## src/rtl/psw_pkg.sv

```systemverilog
package psw_pkg;
  parameter int unsigned N_W   = 11;
  parameter int unsigned A_W   = 7;
  parameter int unsigned N_MIN = 16;
  parameter int unsigned N_RST = 16;
  parameter int unsigned A_RST = 0;

  typedef struct packed {
    logic [N_W-1:0] n;
    logic [A_W-1:0] a;
  } psw_cfg_t;

  localparam psw_cfg_t CFG_RST = '{n: N_W'(N_RST), a: A_W'(A_RST)};

  function automatic logic cfg_legal(psw_cfg_t c);
    return (c.n >= N_W'(N_MIN)) && (N_W'(c.a) < c.n);
  endfunction
endpackage

```

## src/rtl/psw_cfg_reg.sv

```systemverilog
module psw_cfg_reg
  import psw_pkg::*;
(
  input  logic     clk_i,
  input  logic     rst_ni,
  input  logic     load_i,
  input  psw_cfg_t cfg_i,
  input  logic     reload_i,
  output psw_cfg_t nxt_o,
  output logic     err_o
);
  psw_cfg_t act_q, pend_q;
  logic     pend_vld_q, err_q;
  logic     legal;

  assign legal = cfg_legal(cfg_i);
  // value the counters take at the next boundary
  assign nxt_o = pend_vld_q ? pend_q : act_q;
  assign err_o = err_q;

  always_ff @(posedge clk_i or negedge rst_ni) begin
    if (!rst_ni) begin
      act_q      <= CFG_RST;
      pend_q     <= CFG_RST;
      pend_vld_q <= 1'b0;
      err_q      <= 1'b0;
    end else begin
      if (reload_i && pend_vld_q) begin
        act_q      <= pend_q;
        pend_vld_q <= 1'b0;
      end
      if (load_i) begin
        if (legal) begin
          pend_q     <= cfg_i;
          pend_vld_q <= 1'b1;
          err_q      <= 1'b0;
        end else begin
          err_q <= 1'b1;
        end
      end
    end
  end

  a_r7_act_at_boundary: assert property (@(posedge clk_i) disable iff (!rst_ni)
    (act_q != $past(act_q)) |-> $past(reload_i));
  a_r8_reject_flags: assert property (@(posedge clk_i) disable iff (!rst_ni)
    (load_i && !legal) |=> err_o);
  a_r8_reject_no_pend: assert property (@(posedge clk_i) disable iff (!rst_ni)
    (load_i && !legal && !pend_vld_q) |=> !pend_vld_q);
  a_r9_accept_clears: assert property (@(posedge clk_i) disable iff (!rst_ni)
    (load_i && legal) |=> !err_o);
endmodule

```

## src/rtl/psw_swallow_cnt.sv

```systemverilog
module psw_swallow_cnt
  import psw_pkg::*;
(
  input  logic           clk_i,
  input  logic           rst_ni,
  input  logic           pulse_i,
  input  logic           reload_i,
  input  logic [A_W-1:0] a_load_i,
  output logic           mod_hi_o
);
  logic [A_W-1:0] a_q;

  always_ff @(posedge clk_i or negedge rst_ni) begin
    if (!rst_ni)                   a_q <= A_W'(A_RST);
    else if (reload_i)             a_q <= a_load_i;
    else if (pulse_i && a_q != '0) a_q <= a_q - 1'b1;
  end

  assign mod_hi_o = (a_q != '0);

  a_r4_hold_between_pulses: assert property (@(posedge clk_i) disable iff (!rst_ni)
    (!pulse_i && !reload_i) |=> $stable(a_q));
endmodule

```

## src/rtl/psw_main_cnt.sv

```systemverilog
module psw_main_cnt
  import psw_pkg::*;
(
  input  logic           clk_i,
  input  logic           rst_ni,
  input  logic           pulse_i,
  input  logic [N_W-1:0] n_load_i,
  output logic           reload_o,
  output logic           div_pulse_o
);
  logic [N_W-1:0] n_q;
  logic           div_q;

  assign reload_o = pulse_i && (n_q == N_W'(1));

  always_ff @(posedge clk_i or negedge rst_ni) begin
    if (!rst_ni) begin
      n_q   <= N_W'(N_RST);
      div_q <= 1'b0;
    end else begin
      div_q <= reload_o;
      if (reload_o)     n_q <= n_load_i;
      else if (pulse_i) n_q <= n_q - 1'b1;
    end
  end

  assign div_pulse_o = div_q;

  a_r5_single_cycle: assert property (@(posedge clk_i) disable iff (!rst_ni)
    div_pulse_o |=> !div_pulse_o);
  a_r2_no_underflow: assert property (@(posedge clk_i) disable iff (!rst_ni)
    n_q != '0);
endmodule

```

## src/rtl/psw_divider.sv

```systemverilog
module psw_divider
  import psw_pkg::*;
(
  input  logic           clk_i,
  input  logic           rst_ni,
  input  logic           pre_pulse_i,
  input  logic [N_W-1:0] n_val_i,
  input  logic [A_W-1:0] a_val_i,
  input  logic           load_i,
  output logic           mod_hi_o,
  output logic           div_pulse_o,
  output logic           cfg_err_o
);
  psw_cfg_t cfg_in, cfg_nxt;
  logic     reload;

  assign cfg_in = '{n: n_val_i, a: a_val_i};

  psw_cfg_reg u_cfg (
    .clk_i    (clk_i),
    .rst_ni   (rst_ni),
    .load_i   (load_i),
    .cfg_i    (cfg_in),
    .reload_i (reload),
    .nxt_o    (cfg_nxt),
    .err_o    (cfg_err_o)
  );

  psw_main_cnt u_main (
    .clk_i       (clk_i),
    .rst_ni      (rst_ni),
    .pulse_i     (pre_pulse_i),
    .n_load_i    (cfg_nxt.n),
    .reload_o    (reload),
    .div_pulse_o (div_pulse_o)
  );

  psw_swallow_cnt u_swal (
    .clk_i    (clk_i),
    .rst_ni   (rst_ni),
    .pulse_i  (pre_pulse_i),
    .reload_i (reload),
    .a_load_i (cfg_nxt.a),
    .mod_hi_o (mod_hi_o)
  );

  a_r4_mod_fall_on_pulse: assert property (@(posedge clk_i) disable iff (!rst_ni)
    $fell(mod_hi_o) |-> $past(pre_pulse_i));
  a_r4_mod_rise_on_boundary: assert property (@(posedge clk_i) disable iff (!rst_ni)
    $rose(mod_hi_o) |-> $past(reload));
endmodule

```

## config.mk

```make
export PLATFORM = sky130hd
export DESIGN_NAME = psw_divider
export DESIGN_NICKNAME = d
export VERILOG_FILES = /design/src/rtl/psw_pkg.sv /design/src/rtl/psw_cfg_reg.sv /design/src/rtl/psw_swallow_cnt.sv /design/src/rtl/psw_main_cnt.sv /design/src/rtl/psw_divider.sv
export SDC_FILE = /design/constraint.sdc
export NUM_CORES = 1
export LEC_CHECK = 0
export BUFFER_PORTS_ARGS = -buffer_cell sky130_fd_sc_hd__buf_2
export CORE_ASPECT_RATIO = 1.2
export CORE_UTILIZATION = 30
export CTS_BUF_LIST = sky130_fd_sc_hd__clkbuf_16
export DETAILED_ROUTE_END_ITERATION = 10
export PLACE_DENSITY_LB_ADDON = 0.2
export SLEW_MARGIN = 30
export SYNTH_ARGS = -nofsm -noshare
export SYNTH_HDL_FRONTEND = slang
export SYNTH_SLANG_ARGS = --single-unit
```

## constraint.sdc

```tcl
create_clock -name clk_i -period 4.9 [get_ports clk_i]
set_input_delay 1.225 -clock clk_i [delete_from_list [all_inputs] [get_ports clk_i]]
set_output_delay 1.225 -clock clk_i [all_outputs]
set_load 0.005 [all_outputs]
```

## After elaboration in Yosys (flattened, before gate mapping)

Cells that the tools add are included.

- Bits in registers: 57
- Output and inout port bits: 3
- Bits of input ports: 22

- Reduce and logical (&&, ||, !) cells: 8
- Equal/unequal tests: 1
- $lt $le $gt $ge: 2
- $add $sub $neg: 2
- Muxes and demuxes: 9

Operator list:

| operator | number |
|---|---|
| $mux 11 | 2 |
| $mux 18 | 1 |
| $mux 7 | 2 |
| $eq 11x1->1 const B | 1 |
| $ge 11x5->1 const B | 1 |
| $lt 7x11->1 | 1 |
| $sub 11x1->11 const B | 1 |
| $reduce_bool 7->1 | 1 |
| $sub 7x1->7 const B | 1 |
| $logic_and 1x1->1 | 4 |
| $mux 1 | 4 |
| $reduce_bool 2->1 | 2 |
| $reduce_and 2->1 | 1 |

## Depth between registers and ports, before layout

Gate-level depths: netlist (run 1).

- Word-level depth: 6
- Depth in mapped cells: 9
- Gate-level depth less buffers: 8

## By module

Synthesis (run 1) repeated with hierarchy kept, for this count alone.

- Cells, all modules: 318
- Area, all modules: 3,325.7 µm²

By module, submodules not included:

| module | cells each | instances | area each (µm²) |
|---|---|---|---|
| psw_cfg_reg | 197 | 1 | 2,142.1 |
| psw_main_cnt | 71 | 1 | 708.2 |
| psw_swallow_cnt | 50 | 1 | 475.5 |

## Least setup slack after synthesis (run 1)

No wires, ideal clock.

- Kind: in2reg
- From: input port n_val_i[6]
- To: register u_cfg.pend_q[2] (netlist bit)
- Required time: 4.775 ns
- Slack: 2.188 ns
- Stages on the path: 8
- Setup time: 0.125 ns
- Arrival: 2.587 ns
- Buffers on the path: 1
- Cells stage by stage: inv_1 -> ha_1 -> a21oi_1 -> o211ai_1 -> a21oi_1 -> o21ai_4 -> buf_12 -> mux2_4

- Word-level cells in the longest chain between the ends: 3

Ends and longest elaborated chain:

| what | RTL line | source |
|---|---|---|
| start: declaration | psw_divider.sv:7 | `input logic [N_W-1:0] n_val_i,` |
| $ge 11x5->1 / $lt 7x11->1 (equally long branches) | psw_pkg.sv:16 | `return (c.n >= N_W'(N_MIN)) && (N_W'(c.a) < c.n);` |
| $logic_and 1x1->1 * | psw_pkg.sv:16 |  |
| $reduce_and 2->1 (no line) * | -- |  |
| end signal: assignment | psw_cfg_reg.sv:34 | `pend_q <= cfg_i;` |
| end: declaration | psw_cfg_reg.sv:12 | `psw_cfg_t act_q, pend_q;` |

Every way passes the cells marked *; elsewhere a longest branch is shown, timed or not.
A chain may end at the register's enable or synchronous reset.

## Worst setup path in the final report (run 1)

- From: register u_swal.a_q[0]
- To: output port mod_hi_o

- Word-level cells in the longest chain between the ends: 1

Ends and longest elaborated chain:

| what | RTL line | source |
|---|---|---|
| start: declaration | psw_swallow_cnt.sv:11 | `logic [A_W-1:0] a_q;` |
| start signal: assignment | psw_swallow_cnt.sv:14 | `if (!rst_ni) a_q <= A_W'(A_RST);` |
| start signal: assignment | psw_swallow_cnt.sv:15 | `else if (reload_i) a_q <= a_load_i;` |
| start signal: assignment | psw_swallow_cnt.sv:16 | `else if (pulse_i && a_q != '0) a_q <= a_q - 1'b1;` |
| $reduce_bool 7->1 | psw_swallow_cnt.sv:19 | `assign mod_hi_o = (a_q != '0);` |
| end: declaration | psw_divider.sv:10 | `output logic mod_hi_o,` |

No other way between the ends.

==> results.ini, run 1 <==
[power]
swShare=0.2853
seqPwrFrac=0.433
cellLeakagePower_nw=1.698
power_density_nw_per_um2=419.2
vdd_drop_max_uv=213.9
clockPowerShare=0.397
p_int_w=0.001052
switching_power_w=0.0004200
combPwrFrac=0.170
p_total_w=0.001472

[synthesis]
ys_seq_area_frac=0.4745
avgSynthCellArea_um2=11.59
muxShareOfSynthArea=0.1756
syn_area_um2=3014
synth_fa_ha_area_frac=0.04151
synth_edf_count=0
synth_xor_area_frac=0.005812
yosys_warnings=0
netlist_instances=260
synth_top_family_by_area=multiplexers
synth_ff_type=dfrtp_1
synth-compound-area-share=0.1262
synthArstFlopShare=1.000
syn-num-nets=292
synth_cell_types=49
synth-simple-area-share=0.1337
ys_seq_elements=57

[sta]
fin_crit_ps=3091
rsz0062_at_grt=false
period_share=0.6308
tns_ps=0
setup_viol=0
clock_skew_ps=6.576
slew_headroom=0.5075
fmax_ghz=0.3235
drv_slew=0
whs_ps=451.2
finalHoldViolations=0
worstMarginPinSlew_ps=738.7

[floorplanning]
rows=39
die_y_um=111.8
coreArea_um2=9662
start_util=0.3120
ios=25
die_w_um=93.50
die-area_um2=10450

[global_route]
gr-total-overflow=0
grt_max_degree=58
grt_pass1_vias=2040
grt_pass1_wl_mm=10.45
antenna_found_initial=0
track_usage=0.1322

[placement]
dp_hpwl_mm=4.291
io_buffers=24
placedCellCount=398
dpl-instance-area_um2=3232
routabilityCongestion=0.7481

[final_layout]
fin_nets=318
diodes=0
design_area_um2=3512
fin_cells=414
area_delta_synth_final_pct=16.52
final_layout_size_suffix_gt1_frac=0.2955

[drt]
drt-vias-per-instance=4.809
drc=0
antenna_left=0
firstDrtPassIters=6
finalWirelength_mm=6.025
wl_per_cell_um=14.55
drt_iter0_markers=77
dr_total_vias=1991

[run_status]
outcome=completed

[clock_network]
ctsHoldBuffers=0
cts_buffers=9
cts.sinks=57
cts_tree=built
post_cts_buffers=0
worstSkewPairLatency_ps=320
cts_buffer_depth=2
clockRootBuffer=clkbuf_16
clkSlewWorstSetupHoldPaths_ps=50
cts_resized=0
cts_max_level=3

[setup_path]
startpoint_type=flop
end_kind=output port
worstSetupPathType=flop to output port
path_max_fanout=6
critPathRequiredTime_ps=3670
arrival_ps=1870

[run]
maxCapViolCount=0

[min_path]
hp-class=flop to flop

-- critical path, stage by stage, from the launching register on --
cell     delay, ps
dfrtp_1        390
inv_1          120
ha_1           190
nor4b_1        430
nand2_1        240
buf_2          180
-- cell usage after synthesis, types with 2 or more instances --
master,n,area (um2)
mux2_4,13,195.2
nor3_1,4,20.02
nor2_1,8,30.03
dfrtp_1,54,1351
or3_1,2,12.51
a22oi_1,3,22.52
inv_1,14,52.55
ha_1,10,125.1
nor2b_1,8,50.05
nand2_1,21,78.83
mux2i_1,12,120.1
a22o_1,7,61.31
mux2_2,19,214.0
clkbuf_1,4,15.01
o21ai_0,9,45.04
a21oi_1,19,95.09
dfstp_2,3,78.83
o211ai_1,2,15.01
a211oi_1,8,60.06
nand3_1,7,35.03
buf_2,5,25.02
-- layout by cell type, fill, tap and decap left out, drive strengths merged, types with 2 or more instances in the layout --
cell type   n
mux2       32
a22oi       3
nor4b       3
a21oi      19
mux2i      12
ha         10
dfrtp      54
a22o        7
dfstp       3
nor3        5
nand3       8
clkinv      5
nor3b       2
or3         2
inv        16
buf        26
a211oi      8
o21ai      10
nor2        8
clkbuf      9
nand2      22
nor2b       8
o211ai      2
-- final timing paths --
path	start	to	slack (ps)	cells past startpoint
max in group asynchronous	rst_ni	u_swal.a_q[6]	3350	2
worst max register to register	u_main.n_q[1]	u_cfg.act_q[1]	2650	7
worst min-delay path	u_cfg.act_q[11]	u_cfg.act_q[11]	450	2
worst min register to register	u_cfg.act_q[11]	u_cfg.act_q[11]	450	2
min in group asynchronous	rst_ni	u_cfg.err_o	1020	2
worst max-delay path	u_swal.a_q[0]	mod_hi_o	1810	5
-- final cells by class --
class | instances | area (um2)
Clock inverter | 7 | 55.05
Tap cell | 123 | 153.9
Fill cell | 970 | 6150
Inverter | 15 | 57.56
Timing Repair Buffer | 26 | 135.1
Clock buffer | 9 | 225.2
Multi-Input combinational cell | 177 | 1455
Sequential cell | 57 | 1430
-- registers in the layout (all words and copies together), names as in the netlist --
| name | count |
|---|---|
| u_cfg.act_q | 18 |
| u_swal.a_q | 7 |
| u_cfg.pend_vld_q | 1 |
| u_cfg.pend_q | 18 |
| u_main.n_q | 11 |
| u_cfg.err_o | 1 |
| u_main.div_pulse_o | 1 |
-- metal layers --
layer  GRT usage  routed length, um  vias to the layer above
li1            -                  -                      998
met1      0.1834               3093                      951
met4     0.06154                119                        0
met5           0                  0                        -
met2      0.1912               2633                       30
met3     0.03484                179                       12
-- logic make-up (layout without fill, tap and decap cells) --
family                   after synthesis  in the layout
multiplexers                          44             44
XOR/XNOR                               2              2
AO/OA/AOI/OAI                         57             57
flip-flops                            57             57
adder cells (fa/ha/maj)               10             10
AND/OR/NAND/NOR                       64             64
buffers and inverters                 26             57
-- power groups by stage --
| stage | registers [W] | logic [W] | clock network [W] |
|---|---|---|---|
| floorplan | 0.000621 | 0.000194 | 0 |
| global placement | 0.000644 | 0.000252 | 0 |
| detailed placement | 0.000645 | 0.000255 | 0 |
| CTS | 0.000638 | 0.000256 | 0.000604 |
| global route | 0.000652 | 0.000291 | 0.000629 |
| finish | 0.000637 | 0.000251 | 0.000584 |
-- stage by stage --
step / util / worst slack [ps]
2_1_floorplan: - / 2188
3_3_place_gp: 0.3345 / 1695
3_5_place_dp: 0.3345 / 1643
4_1_cts: 0.3635 / 1779
5_1_grt: 0.3635 / 1506
6_report: 0.3635 / 1809
No activity file was read; power rests on OpenSTA's default activity.
==> run 2: changes to the inputs <==
==> constraint.sdc (replaced) <==
create_clock -name clk_i -period 2.9 [get_ports clk_i]
set_input_delay 0.725 -clock clk_i [delete_from_list [all_inputs] [get_ports clk_i]]
set_output_delay 0.725 -clock clk_i [all_outputs]
set_load 0.005 [all_outputs]
==> run 2 against run 1 <==
Against the previous run:
- total power rose by 62%
- register-to-register slack got worse by 1800 ps
- hold slack got worse by 87 ps
- routed wire length rose by 0.91%
- first-iteration DRC count rose by 64%
- die area did not move
- count of clock-buffer cells in the layout did not move
- critical path depth did not move
- sequential power rose by 68%
- clock power rose by 51%
- design area rose by 0.29%
- largest power group unchanged
- highest routed layer unchanged
==> results.ini, run 2 (synthesis gave the netlist of run 1 again) <==
[global_route]
gr-total-overflow=0
grt_pass1_wl_mm=10.57
antenna_found_initial=0
grt_max_degree=22
grt_pass1_vias=2032
track_usage=0.1349

[setup_path]
worstSetupPathType=flop to output port
crit_path_end=mod_hi_o
startpoint_type=flop
reg2reg_from=u_main.n_q[1]
startpoint=u_swal.a_q[0]
path_max_fanout=6
rr_endpoint=u_cfg.act_q[3]
arrival_ps=1860
critPathRequiredTime_ps=2170
end_kind=output port
rrSetupSlack_ps=860
r2r_cells=7

[floorplanning]
start_util=0.3120
rows=39
die-area_um2=10450
die_y_um=111.8
coreArea_um2=9662
ios=25
die_w_um=93.50

[power]
seqPwrFrac=0.451
power_density_nw_per_um2=675.4
swShare=0.2897
vdd_drop_max_uv=455.0
combPwrFrac=0.178
p_int_w=0.001690
switching_power_w=0.0006892
clockPowerShare=0.370
p_total_w=0.002379
cellLeakagePower_nw=1.719

[sta]
drv_slew=0
slew_headroom=0.6515
period_share=0.8904
worstMarginPinSlew_ps=522.8
finalHoldViolations=0
fin_ws_ps=317.7
tns_ps=0
fmax_ghz=0.3873
fin_crit_ps=2582
setup_viol=0
rsz0062_at_grt=false
clock_skew_ps=6.523

[clock_network]
worstSkewPairLatency_ps=320
cts_resized=0
cts_buffer_depth=2
cts_max_level=3
ctsHoldBuffers=0
cts_buffers=9
post_cts_buffers=0
clockRootBuffer=clkbuf_16
cts_tree=built
cts.sinks=57
clkSlewWorstSetupHoldPaths_ps=50

[placement]
dp_hpwl_mm=4.518
routabilityCongestion=0.7161
dpl-instance-area_um2=3269
placedCellCount=403
dp_slack_ps=492.7
io_buffers=24

[drt]
routed.top_layer=met4
drt-vias-per-instance=4.802
met1_length_mm=2.930
drt_iter0_markers=126
finalWirelength_mm=6.080
wl_met3_um=157
drc=0
antenna_left=0
wl_per_cell_um=14.51
firstDrtPassIters=4
dr_total_vias=2012
wl_met2_mm=2.867

[run_status]
outcome=completed

[final_layout]
final_layout_size_suffix_gt1_frac=0.3007
fin_cells=419
mostFrequentLayoutCells=dfrtp_1, buf_2, nand2_1
area_delta_synth_final_pct=16.85
design_area_um2=3522
fin_nets=323
final_common_cell=dfrtp_1
reg.largest.list=u_cfg.act_q (18), u_cfg.pend_q (18), u_main.n_q (11)
diodes=0

[run]
maxCapViolCount=0

[min_path]
hp-class=input pin to asynchronous set/reset pin

run 2: critical path, stage by stage (launching register included):
cell and delay [ps]:
dfrtp_1 380, inv_1 120, ha_1 200, nor4b_1 420
nand2_1 230, buf_2 190
run 2: layout make-up:
class                   count  area (um2)
flip-flops and latches     57        1430
fillers                  1003        6140
inverters                  15       57.56
well taps                 123       153.9
clock buffers               9       225.2
clock inverters             7       27.53
multi-input cells         177        1455
repair buffers             31       172.7
run 2: worst min path at each step:
| stage | from | endpoint | slack [ps] | depth (start not counted) |
|---|---|---|---|---|
| detailed placement | u_cfg.act_q[11] | u_cfg.act_q[11] | 440 | 2 |
| CTS | rst_ni | u_cfg.pend_q[17] | 370 | 1 |
| floorplan | rst_ni | u_cfg.act_q[0] | 430 | 0 |
| global placement | u_cfg.act_q[11] | u_cfg.act_q[11] | 440 | 2 |
| global route | rst_ni | u_cfg.act_q[14] | 390 | 1 |
| finish | rst_ni | u_cfg.err_o | 360 | 1 |
run 2: per-layer routing:
metal,vias up,GRT usage
li1,1008,-
met1,962,0.1780
met2,33,0.2034
met3,9,0.03279
met4,0,0.07077
met5,-,0
run 2: power by group through the flow:
stage / Combinational, W / Sequential [W] / Clock, W
6_report: 0.000425 / 0.00107 / 0.000881
5_1_grt: 0.000488 / 0.00110 / 0.000951
4_1_cts: 0.000433 / 0.00108 / 0.000915
3_5_place_dp: 0.000429 / 0.00109 / 0
3_3_place_gp: 0.000421 / 0.00109 / 0
2_1_floorplan: 0.000328 / 0.00105 / 0
run 2: per-stage QoR:
stage / hold slack, ps / util
3_5_place_dp: 443.1 / 0.3384
5_1_grt: 390.3 / 0.3645
6_report: 364.1 / 0.3645
4_1_cts: 366.8 / 0.3645
2_1_floorplan: 429.4 / -
3_3_place_gp: 437.7 / 0.3384
